### src/rtl/swq_pkg.sv
package swq_pkg;
  typedef enum logic {
    ST_ENABLED  = 1'b0,
    ST_DISABLED = 1'b1
  } swq_state_t;
endpackage

### src/rtl/swq_period_timer.sv
module swq_period_timer #(
  parameter int LONG_TICKS  = 1770,
  parameter int SHORT_TICKS = 570,
  localparam int CAP = LONG_TICKS + 1,
  localparam int TW  = $clog2(CAP + 1)
) (
  input  logic clk,
  input  logic rst,
  input  logic pcd,
  output logic is_slow,
  output logic is_fast
);
  logic [TW-1:0] tmr;

  // Tick count since last strobe; held at CAP once past the long limit.
  always_ff @(posedge clk) begin
    if (rst)                  tmr <= '0;
    else if (pcd)             tmr <= TW'(1);
    else if (tmr != TW'(CAP)) tmr <= tmr + TW'(1);
  end

  assign is_slow = (tmr == TW'(CAP));
  assign is_fast = (tmr < TW'(SHORT_TICKS));

  p_tmr_bound_r9: assert property (@(posedge clk) disable iff (rst)
    tmr <= TW'(CAP));
  p_tmr_hold_r9: assert property (@(posedge clk) disable iff (rst)
    (tmr == TW'(CAP) && !pcd) |=> tmr == TW'(CAP));
  p_tmr_restart_r3: assert property (@(posedge clk) disable iff (rst)
    pcd |=> tmr == TW'(1));
endmodule

### src/rtl/swq_run_counter.sv
module swq_run_counter #(
  parameter int LIMIT  = 63,
  parameter bit CONSEC = 1'b1,
  localparam int CW = $clog2(LIMIT + 1)
) (
  input  logic clk,
  input  logic rst,
  input  logic clr,
  input  logic inc,
  input  logic miss,
  output logic hit
);
  logic [CW-1:0] cnt;
  logic          clr_on_miss;

  generate
    if (CONSEC) begin : g_consec
      assign clr_on_miss = miss;
    end else begin : g_cumul
      assign clr_on_miss = miss & 1'b0;
    end
  endgenerate

  assign hit = inc && (cnt == CW'(LIMIT - 1));

  always_ff @(posedge clk) begin
    if (rst || clr)        cnt <= '0;
    else if (inc)          cnt <= hit ? '0 : cnt + CW'(1);
    else if (clr_on_miss)  cnt <= '0;
  end

  p_cnt_bound_r5: assert property (@(posedge clk) disable iff (rst)
    cnt < CW'(LIMIT));
  p_hit_wraps_r8: assert property (@(posedge clk) disable iff (rst)
    hit |=> cnt == '0);
endmodule

### src/rtl/swq_enable_qual.sv
module swq_enable_qual
  import swq_pkg::*;
#(
  parameter int LONG_TICKS  = 1770,
  parameter int SHORT_TICKS = 570,
  parameter int SLOW_RUN    = 63,
  parameter int FAST_TOTAL  = 32
) (
  input  logic clk,
  input  logic rst,
  input  logic pcd_i,
  output logic pd_on_o,
  output logic armed_o
);
  swq_state_t state;
  logic       armed;
  logic       is_slow, is_fast, counted;
  logic       slow_hit, fast_hit;
  logic       in_en, in_dis;

  swq_period_timer #(.LONG_TICKS(LONG_TICKS), .SHORT_TICKS(SHORT_TICKS)) u_timer (
    .clk(clk), .rst(rst), .pcd(pcd_i), .is_slow(is_slow), .is_fast(is_fast)
  );

  assign counted = pcd_i && armed;
  assign in_en   = (state == ST_ENABLED);
  assign in_dis  = (state == ST_DISABLED);

  swq_run_counter #(.LIMIT(SLOW_RUN), .CONSEC(1'b1)) u_slow (
    .clk(clk), .rst(rst), .clr(fast_hit),
    .inc(counted && in_en && is_slow),
    .miss(counted && in_en && !is_slow),
    .hit(slow_hit)
  );

  swq_run_counter #(.LIMIT(FAST_TOTAL), .CONSEC(1'b0)) u_fast (
    .clk(clk), .rst(rst), .clr(slow_hit),
    .inc(counted && in_dis && is_fast),
    .miss(1'b0),
    .hit(fast_hit)
  );

  always_ff @(posedge clk) begin
    if (rst) begin
      state <= ST_ENABLED;
      armed <= 1'b0;
    end else begin
      if (pcd_i)         armed <= 1'b1;
      if (slow_hit)      state <= ST_DISABLED;
      else if (fast_hit) state <= ST_ENABLED;
    end
  end

  assign pd_on_o = (state == ST_DISABLED);
  assign armed_o = armed;

  p_no_pd_unarmed_r2: assert property (@(posedge clk) disable iff (rst)
    !armed_o |-> !pd_on_o);
  p_hold_no_pcd_r4: assert property (@(posedge clk) disable iff (rst)
    !pcd_i |=> $stable(pd_on_o));
  p_hits_exclusive_r6: assert property (@(posedge clk) disable iff (rst)
    !(slow_hit && fast_hit));
endmodule

### config.mk
export PLATFORM = sky130hd
export DESIGN_NAME = swq_enable_qual
export DESIGN_NICKNAME = d
export VERILOG_FILES = /design/src/rtl/swq_pkg.sv /design/src/rtl/swq_period_timer.sv /design/src/rtl/swq_run_counter.sv /design/src/rtl/swq_enable_qual.sv
export SDC_FILE = /design/constraint.sdc
export NUM_CORES = 1
export LEC_CHECK = 0
export BUFFER_PORTS_ARGS = -buffer_cell sky130_fd_sc_hd__buf_2
export CAP_MARGIN = 20
export CORE_UTILIZATION = 56
export DETAILED_ROUTE_END_ITERATION = 12
export GPL_ROUTABILITY_DRIVEN = 0
export PLACE_DENSITY = 0.78
export SETUP_SLACK_MARGIN = 0.2
export SKIP_CTS_REPAIR_TIMING = 1
export SLEW_MARGIN = 20
export SYNTH_ARGS = -nofsm -noshare
export SYNTH_HDL_FRONTEND = slang
export SYNTH_SLANG_ARGS = --single-unit
### constraint.sdc
create_clock -name clk -period 2.4 [get_ports clk]
set_clock_uncertainty 0.15 [all_clocks]
set_input_delay 0.36 -clock clk [delete_from_list [all_inputs] [get_ports clk]]
set_output_delay 0.36 -clock clk [all_outputs]
set_load 0.005 [all_outputs]
==> results of run 1 <==
## registers in the layout, summed over array words and instances, names as in the netlist
signal / cells
pd_on_o: 1
armed_o: 1
u_timer.tmr: 11
u_slow.cnt: 6
u_fast.cnt: 6
## critical path: stages, from the launching register on
cell and delay, ns:
dfxtp_1 0.39, ha_2 0.23, nand4b_1 0.18, or4_4 0.57
o21bai_1 0.39, a21oi_1 0.09
## worst max path at each step
stage	from	endpoint	slack [ns]	cells past startpoint
2_1_floorplan	u_timer.tmr[0]	u_slow.cnt[5]	0.43	5
3_3_place_gp	u_timer.tmr[0]	u_fast.cnt[1]	0.36	5
3_5_place_dp	u_timer.tmr[0]	u_fast.cnt[0]	0.29	5
4_1_cts	u_timer.tmr[1]	u_fast.cnt[0]	0.27	5
5_1_grt	u_timer.tmr[0]	u_slow.cnt[5]	0.21	5
6_report	u_timer.tmr[0]	u_fast.cnt[0]	0.28	5
## cell usage after synthesis, types with 3 or more instances
cell and number:
nor3_1 6, nand4_1 3, nand3_1 12, xnor2_1 5, ha_1 4, xor2_1 3
a21oi_1 12, o21ai_0 5, nand2_1 7, or3_1 5, nand4b_1 3, inv_1 7
dfxtp_1 25, nor2_1 13
## power by group through the flow
stage	Sequential, mW	Clock (mW)	Combinational [mW]
2_1_floorplan	0.431	0	0.0140
3_3_place_gp	0.431	0	0.0226
3_5_place_dp	0.431	0	0.0236
4_1_cts	0.422	0.192	0.0239
5_1_grt	0.423	0.214	0.0264
6_report	0.422	0.189	0.0238
## metal layers
layer	track usage, %	part of all wire [%]	vias up
met4	8.824	1.5	0
met5	0	0	-
met1	31.34	48	506
met3	3.774	4.6	4
li1	-	-	533
met2	35.92	46	28
## cell type report
cell class | count | area (sq um) | area share [%]
tap | 27 | 33.78 | 2.564
clock inverter | 1 | 5.005 | 0.3799
multi-input combinational | 105 | 678.2 | 51.47
timing repair buffer | 8 | 50.05 | 3.799
sequential | 25 | 501.7 | 38.08
clock buffer | 3 | 22.52 | 1.709
inverter | 7 | 26.28 | 1.994
## cell families after synthesis
family / count (synthesis)
and+or+nand+nor: 61
buffers and inverters: 8
adders and majority gates: 4
xor gates and xnor gates: 8
DFF: 25
AOI/OAI and AO/OA: 30
muxes: 2
## placed cells by master, fill, tap and decap left out, types with 2 or more instances in the layout
master    netlist  final
a21oi_1        12     12
a22oi_1         2      2
a31oi_1         2      2
and3_1          2      2
buf_2           0      4
buf_4           0      4
clkbuf_4        0      3
dfxtp_1        25     24
ha_1            4      3
inv_1           7      7
mux2i_1         2      2
nand2_1         7      7
nand3_1        12     12
nand3b_1        2      2
nand4_1         3      3
nand4b_1        3      3
nor2_1         13     13
nor3_1          6      6
o21ai_0         5      5
o21bai_1        2      2
or3_1           5      5
xnor2_1         5      5
xor2_1          3      3
==> impl_metrics.tcl, run 1 <==
set metrics [dict create \
    finalCriticalPeriod_ns 2.117 \
    fin_area_sq_um 1318 \
    final_antenna_net_count 0 \
    grt_max_degree 15 \
    yosys_register_bits 25 \
    synth.avg_cell_area_sq_um 8.740 \
    netlist_area_sq_um 1206 \
    critPathKind "register to register" \
    synth_top_family_by_area "simple AND/OR/NAND/NOR gates" \
    rsz0062_at_grt "false" \
    synth_ff_type "dfxtp_1" \
    period_share_pct 88.21 \
    antenna_found_initial 0 \
    cts_buffers 3 \
    comb_power_share_pct 3.8 \
    cts_tree "yes" \
    cp.required_ns 2.45 \
    initial_core_util_pct 60.25 \
    power_leakage_nw 0.4377 \
    root_buffer "clkbuf_4" \
    worstReg2RegStart "u_timer.tmr[0]" \
    synthMuxAreaShare_pct 1.660 \
    fmax_mhz 472.4 \
    min_from "rst" \
    clockPowerShare_pct 29.8 \
    power_uw 635.2 \
    portBuffers 4 \
    initialDrtViolationCount 33 \
    route.vias.total 1071 \
    r2r_end "u_fast.cnt[0]" \
    sw_frac_of_total_pct 22.82 \
    rows 16 \
    power_density_nw_per_um2 482.1 \
    cp-end-kind "register" \
    start_kind "register" \
    synthSimpleGateAreaFrac_pct 28.32 \
    clk_latency_ns 0.32 \
    p_sw_uw 145.0 \
    yosysTopAreaCellShare_pct 41.49 \
    worstHoldPathCells 2 \
    grt_usage_pct 22.80 \
    slew_headroom_pct 65.98 \
    synth_async_sr_flop_share_pct 0 \
    vdd_ir_drop_max_uv 371.8 \
    overflow 0 \
    synth_warnings 0 \
    drt_wl_total_um 2324 \
    place_inst 172 \
    seqPwrFrac_pct 66.5 \
    fin_setup_tns_ns 0 \
    p_int_uw 490.3 \
    worstMarginPinSlew_ns 0.5093 \
    fin_cells 176 \
    final_core_util_pct 65.81 \
    seq_area_frac_synth_pct 41.49 \
    yosysTopAreaCell "dfxtp_1" \
    via_per_inst 6.085 \
    wl_per_cell_um 13.20 \
    maxSlewViolCount 0 \
    coreArea_sq_um 2002 \
    finalHoldViolCount 0 \
    clock_path_buffers 2 \
    num-fill-cells 154 \
    grt_pass1_vias 976 \
    holdCritPathClass "input port to register" \
    max_cap_violations 0 \
    synthTopCellsByArea "dfxtp_1, a21oi_1, nand3_1" \
    placement.cell_area_sq_um 1286 \
    synth_fa_ha_area_share_pct 4.149 \
    setup_violations 0 \
    synth_cells 138 \
    cts_max_level 1 \
    r2r_cells 5 \
    io_pins 5 \
    fin_nets 157 \
    cts_sinks 25 \
    die_h_um 48.41 \
    path_max_fanout 6 \
    critical_path_arrival_ns 2.17 \
    n_antenna_cell 0 \
    dieArea_sq_um 2344 \
    synth_compound_gate_area_share_pct 16.08 \
    grt_pass1_wl_um 4222 \
    synth_enable_flop_cells 0 \
    whs_ns 0.1180 \
    hold_end "u_timer.tmr[0]" \
    route.detailed.drc 0 \
    synthXorXnorAreaFrac_pct 5.809 \
    synth_nets 145 \
    dr.pass1.iters 4 \
    drive_gt1_share_pct 13.42 \
    hpwl_um 1729 \
    path_clk_slew_ns 0.13 \
    final.setup.worst_slack_ns 0.2830 \
    area_delta_synth_final_pct 9.232 \
    synth_cell_types 36 \
    status "finished, final reports clean" \
    r2r_slack_ns 0.28 \
    place_ws_ns 0.2890 \
    die_x_um 48.41 \
]
(Power assumes the default switching activity.)
==> run 2: changes to the inputs <==
Settings changed: CORE_ASPECT_RATIO set to 0.7.
==> run 2 against run 1 <==
  * Power decreased by 0.61%
  * Core utilization increased by 1.9 points
  * Via count decreased by 0.93%
  * Clock-buffer cell count increased by 1
  * First-iteration DRC count increased by 48%
  * Worst hold slack got worse by 0.013 ns
  * Sequential cell count unchanged
  * Fmax decreased by 0.14%
  * Critical path depth unchanged
  * Global-route usage increased by 1.0 points
  * Combinational power increased by 4%
  * Non-clock buffer count unchanged
==> impl_metrics.tcl, run 2 (synthesis results as in run 1) <==
set metrics [dict create \
    finalHoldViolCount 0 \
    top_layer_used "met4" \
    portBuffers 4 \
    finalCriticalPeriod_ns 2.120 \
    period_share_pct 88.33 \
    worstReg2RegStart "u_timer.tmr[0]" \
    vdd_ir_drop_max_uv 358.3 \
    final_common_cell "dfxtp_1" \
    slew_headroom_pct 73.34 \
    drt_wl_total_um 2448 \
    clk_latency_ns 0.32 \
    grt_pass1_vias 895 \
    critPathKind "register to register" \
    grt_pass1_wl_um 3988 \
    multi_input_area_sq_um 679.4 \
    setup_violations 0 \
    maxSlewViolCount 0 \
    cts_max_level 1 \
    initial_core_util_pct 62.31 \
    coreArea_sq_um 1936 \
    max_cap_violations 0 \
    place_inst 167 \
    final_cell_mix "dfxtp_1, nor2_1, nand3_1, a21oi_1" \
    r2r_end "u_slow.cnt[5]" \
    clock_path_buffers 2 \
    cts_sinks 25 \
    seqCellArea_sq_um 500.5 \
    cp-end-kind "register" \
    dr.pass1.iters 4 \
    path_max_fanout 4 \
    critical_path_arrival_ns 2.23 \
    antenna_found_initial 0 \
    power_leakage_nw 0.4400 \
    dieArea_sq_um 2347 \
    fin_nets 157 \
    wl_met1_um 1161 \
    crit_start "u_timer.tmr[0]" \
    cp.required_ns 2.51 \
    reg.largest.list "u_timer.tmr x11, u_fast.cnt x6, u_slow.cnt x6" \
    r2r_slack_ns 0.28 \
    grt_usage_pct 23.85 \
    via_per_inst 6.205 \
    largest_reg_flops 11 \
    path_clk_slew_ns 0.13 \
    route.vias.total 1061 \
    start_kind "register" \
    root_buffer "clkbuf_4" \
    die_h_um 40.83 \
    rows 13 \
    grt_max_degree 14 \
    final_antenna_net_count 0 \
    cts_buffers 3 \
    area_delta_synth_final_pct 8.610 \
    fin_setup_tns_ns 0 \
    fin_cells 171 \
    drive_gt1_share_pct 12.08 \
    route.detailed.drc 0 \
    hpwl_um 1828 \
    status "finished, final reports clean" \
    power_density_nw_per_um2 482.0 \
    routed-wl-met2_um 1132 \
    worstMarginPinSlew_ns 0.3958 \
    n_antenna_cell 0 \
    r2r_cells 5 \
    crit_end "u_slow.cnt[5]" \
    worstHoldPathCells 2 \
    rsz0062_at_grt "false" \
    overflow 0 \
    num-fill-cells 170 \
    regMostFlops "u_timer.tmr" \
    wl_per_cell_um 14.32 \
    io_pins 5 \
    cts_tree "yes" \
    wl_met3_um 117 \
    die_x_um 57.47 \
    initialDrtViolationCount 49 \
    holdCritPathClass "input port to register" \
    fmax_mhz 471.7 \
]
run 2: changes by cell type in the layout (fill, tap and decap cells not counted), sizes merged:
cell / delta
clkinv: -1
clkbuf: +1
run 2: area by class of cell:
cell class,instances,share of cell area (%)
multi-input combinational,105,51.86
sequential,25,38.20
timing repair buffer,8,3.820
tap,22,2.101
clock buffer,4,2.006
inverter,7,2.006
run 2: worst min path at each step:
stage / slack [ns] / startpoint / to
2_1_floorplan: 0.28 / rst / u_timer.tmr[0]
3_3_place_gp: 0.31 / u_fast.cnt[4] / u_fast.cnt[4]
3_5_place_dp: 0.32 / u_fast.cnt[3] / u_fast.cnt[3]
4_1_cts: 0.1 / rst / armed_o
5_1_grt: 0.1 / rst / u_timer.tmr[0]
6_report: 0.10 / rst / u_timer.tmr[0]
run 2: where the power goes:
part	internal, mW	total, mW	switching (mW)
registers	0.418	0.422	0.00339
clock network	0.0650	0.185	0.120
logic	0.0102	0.0247	0.0145
run 2: stage by stage:
stage / setup slack, ns / hold WS, ns / power [mW] / cell area (sq um) / util, %
after floorplan: 0.4289 / 0.2791 / 0.4446 / 1206 / -
after global placement: 0.3490 / 0.3122 / 0.4544 / 1280 / 66.13
after detailed placement: 0.2778 / 0.3229 / 0.4553 / 1280 / 66.13
after CTS: 0.2497 / 0.09730 / 0.6415 / 1306 / 67.49
after global routing: 0.2278 / 0.09641 / 0.6594 / 1310 / 67.68
final: 0.2800 / 0.1050 / 0.6314 / 1310 / 67.68
run 2: per-layer routing:
metal / vias up / GRT usage [%]
li1: 531 / -
met2: 25 / 40.12
met4: 0 / 10.98
met5: - / 0
met3: 6 / 5.678
met1: 499 / 30.10
run 2: critical path, stage by stage, from the launching register on:
cell and delay [ns]:
dfxtp_1 0.39, ha_1 0.25, nand4b_1 0.19, or4_4 0.57, or3_1 0.35, a31oi_1 0.16
==> run 3: changes to the inputs <==
Settings changed: RECOVER_POWER set to 100.
==> run 3 against run 2 <==
  * Fmax down 1.4%
  * Design area down 0.96%
  * Die area unchanged
  * Critical path depth unchanged
  * Core utilization down 0.65 points
  * Sequential share of layout area up 0.37 points
  * Sequential power about the same
  * Register-to-register slack worse by 0.03 ns
  * Worst setup slack worse by 0.031 ns
==> impl_metrics.tcl, run 3 (synthesis results as in run 1) <==
set metrics [dict create \
    max_cap_violations 0 \
    final_cell_mix "dfxtp_1, nor2_1, nand3_1, a21oi_1" \
    power_density_nw_per_um2 486.7 \
    largest_reg_flops 11 \
    antenna_found_initial 0 \
    power_leakage_nw 0.4262 \
    grt_usage_pct 23.85 \
    grt_pass1_vias 895 \
    clk_latency_ns 0.32 \
    setup_violations 0 \
    critPathKind "register to register" \
    start_kind "register" \
    vdd_ir_drop_max_uv 358.6 \
    die_h_um 40.83 \
    grt_max_degree 14 \
    placement.cell_area_sq_um 1280 \
    critical_path_arrival_ns 2.20 \
    n_antenna_cell 0 \
    worstMarginPinSlew_ns 0.4669 \
    regMostFlops "u_timer.tmr" \
    maxSlewViolCount 0 \
    worstHoldPathCells 2 \
    final_common_cell "dfxtp_1" \
    r2r_slack_ns 0.25 \
    cp-end-kind "register" \
    cts_sinks 25 \
    fmax_mhz 464.9 \
    status "finished, final reports clean" \
    final_antenna_net_count 0 \
    fin_nets 157 \
    cts_buffers 3 \
    drt_wl_total_um 2467 \
    rows 13 \
    wl_per_cell_um 14.43 \
    die_x_um 57.47 \
    cts_max_level 1 \
    root_buffer "clkbuf_4" \
    cp.required_ns 2.45 \
    io_pins 5 \
    area_delta_synth_final_pct 7.572 \
    drive_gt1_share_pct 9.396 \
    fin_area_sq_um 1297 \
    num-fill-cells 173 \
    fin_setup_tns_ns 0 \
    initial_core_util_pct 62.31 \
    r2r_cells 5 \
    path_clk_slew_ns 0.12 \
    coreArea_sq_um 1936 \
    grt_pass1_wl_um 3988 \
    via_per_inst 6.175 \
    portBuffers 4 \
    min_from "rst" \
    hpwl_um 1828 \
    path_max_fanout 6 \
    dieArea_sq_um 2347 \
    r2r_end "u_fast.cnt[4]" \
    dr.pass1.iters 4 \
    finalCriticalPeriod_ns 2.151 \
    hold_end "u_timer.tmr[0]" \
    period_share_pct 89.62 \
    rsz0062_at_grt "false" \
    finalHoldViolCount 0 \
    holdCritPathClass "input port to register" \
    reg.largest.list "u_timer.tmr x11, u_fast.cnt x6, u_slow.cnt x6" \
    worstReg2RegStart "u_timer.tmr[0]" \
    slew_headroom_pct 68.81 \
    route.detailed.drc 0 \
    power_uw 631.5 \
    clock_path_buffers 2 \
    overflow 0 \
    route.vias.total 1056 \
    initialDrtViolationCount 54 \
    cts_tree "yes" \
    whs_ns 0.1083 \
]
-- run 3: how the worst max path moves through the flow --
stage	from	to	slack, ns
2_1_floorplan	u_timer.tmr[0]	u_slow.cnt[5]	0.43
3_3_place_gp	u_timer.tmr[0]	u_fast.cnt[1]	0.35
3_5_place_dp	u_timer.tmr[0]	u_fast.cnt[3]	0.28
4_1_cts	u_timer.tmr[0]	u_fast.cnt[4]	0.25
5_1_grt	u_timer.tmr[0]	u_fast.cnt[1]	0.12
6_report	u_timer.tmr[0]	u_fast.cnt[4]	0.25
-- run 3: layout make-up --
cell class / instances / area (sq um) / area share [%]
sequential: 25 / 500.5 / 38.57
timing repair buffer: 8 / 41.29 / 3.182
tap: 22 / 27.53 / 2.122
clock buffer: 4 / 26.28 / 2.025
multi-input combinational: 105 / 675.6 / 52.07
inverter: 7 / 26.28 / 2.025
-- run 3: per-layer routing --
layer  track usage, %  vias to the layer above  wire length (um)
met5                0                        -                 0
met4            10.98                        0                30
met3            5.678                        4               139
met2            40.12                       28              1148
met1            30.10                      495              1148
li1                 -                      529                 -
-- run 3: critical path, stage by stage, from the launching register on --
cell      delay [ns]
dfxtp_1         0.40
ha_1            0.25
nand4b_1        0.19
or4_4           0.56
o21bai_1        0.41
a21oi_1         0.08
-- run 3: through the flow --
stage / utilization (%) / std cells / worst slack, ns
6_report: 67.03 / 171 / 0.2492
5_1_grt: 67.03 / 171 / 0.1227
4_1_cts: 67.49 / 171 / 0.2497
3_5_place_dp: 66.13 / 167 / 0.2778
3_3_place_gp: 66.13 / 167 / 0.3490
2_1_floorplan: - / 138 / 0.4289
-- run 3: where the power goes --
part           internal (mW)  total, mW  leakage (nW)  switching (mW)
Sequential             0.418      0.422         0.202         0.00344
Combinational        0.00882     0.0234         0.209          0.0145
Clock                 0.0651      0.186        0.0150           0.121
Total                  0.492      0.631         0.426           0.139
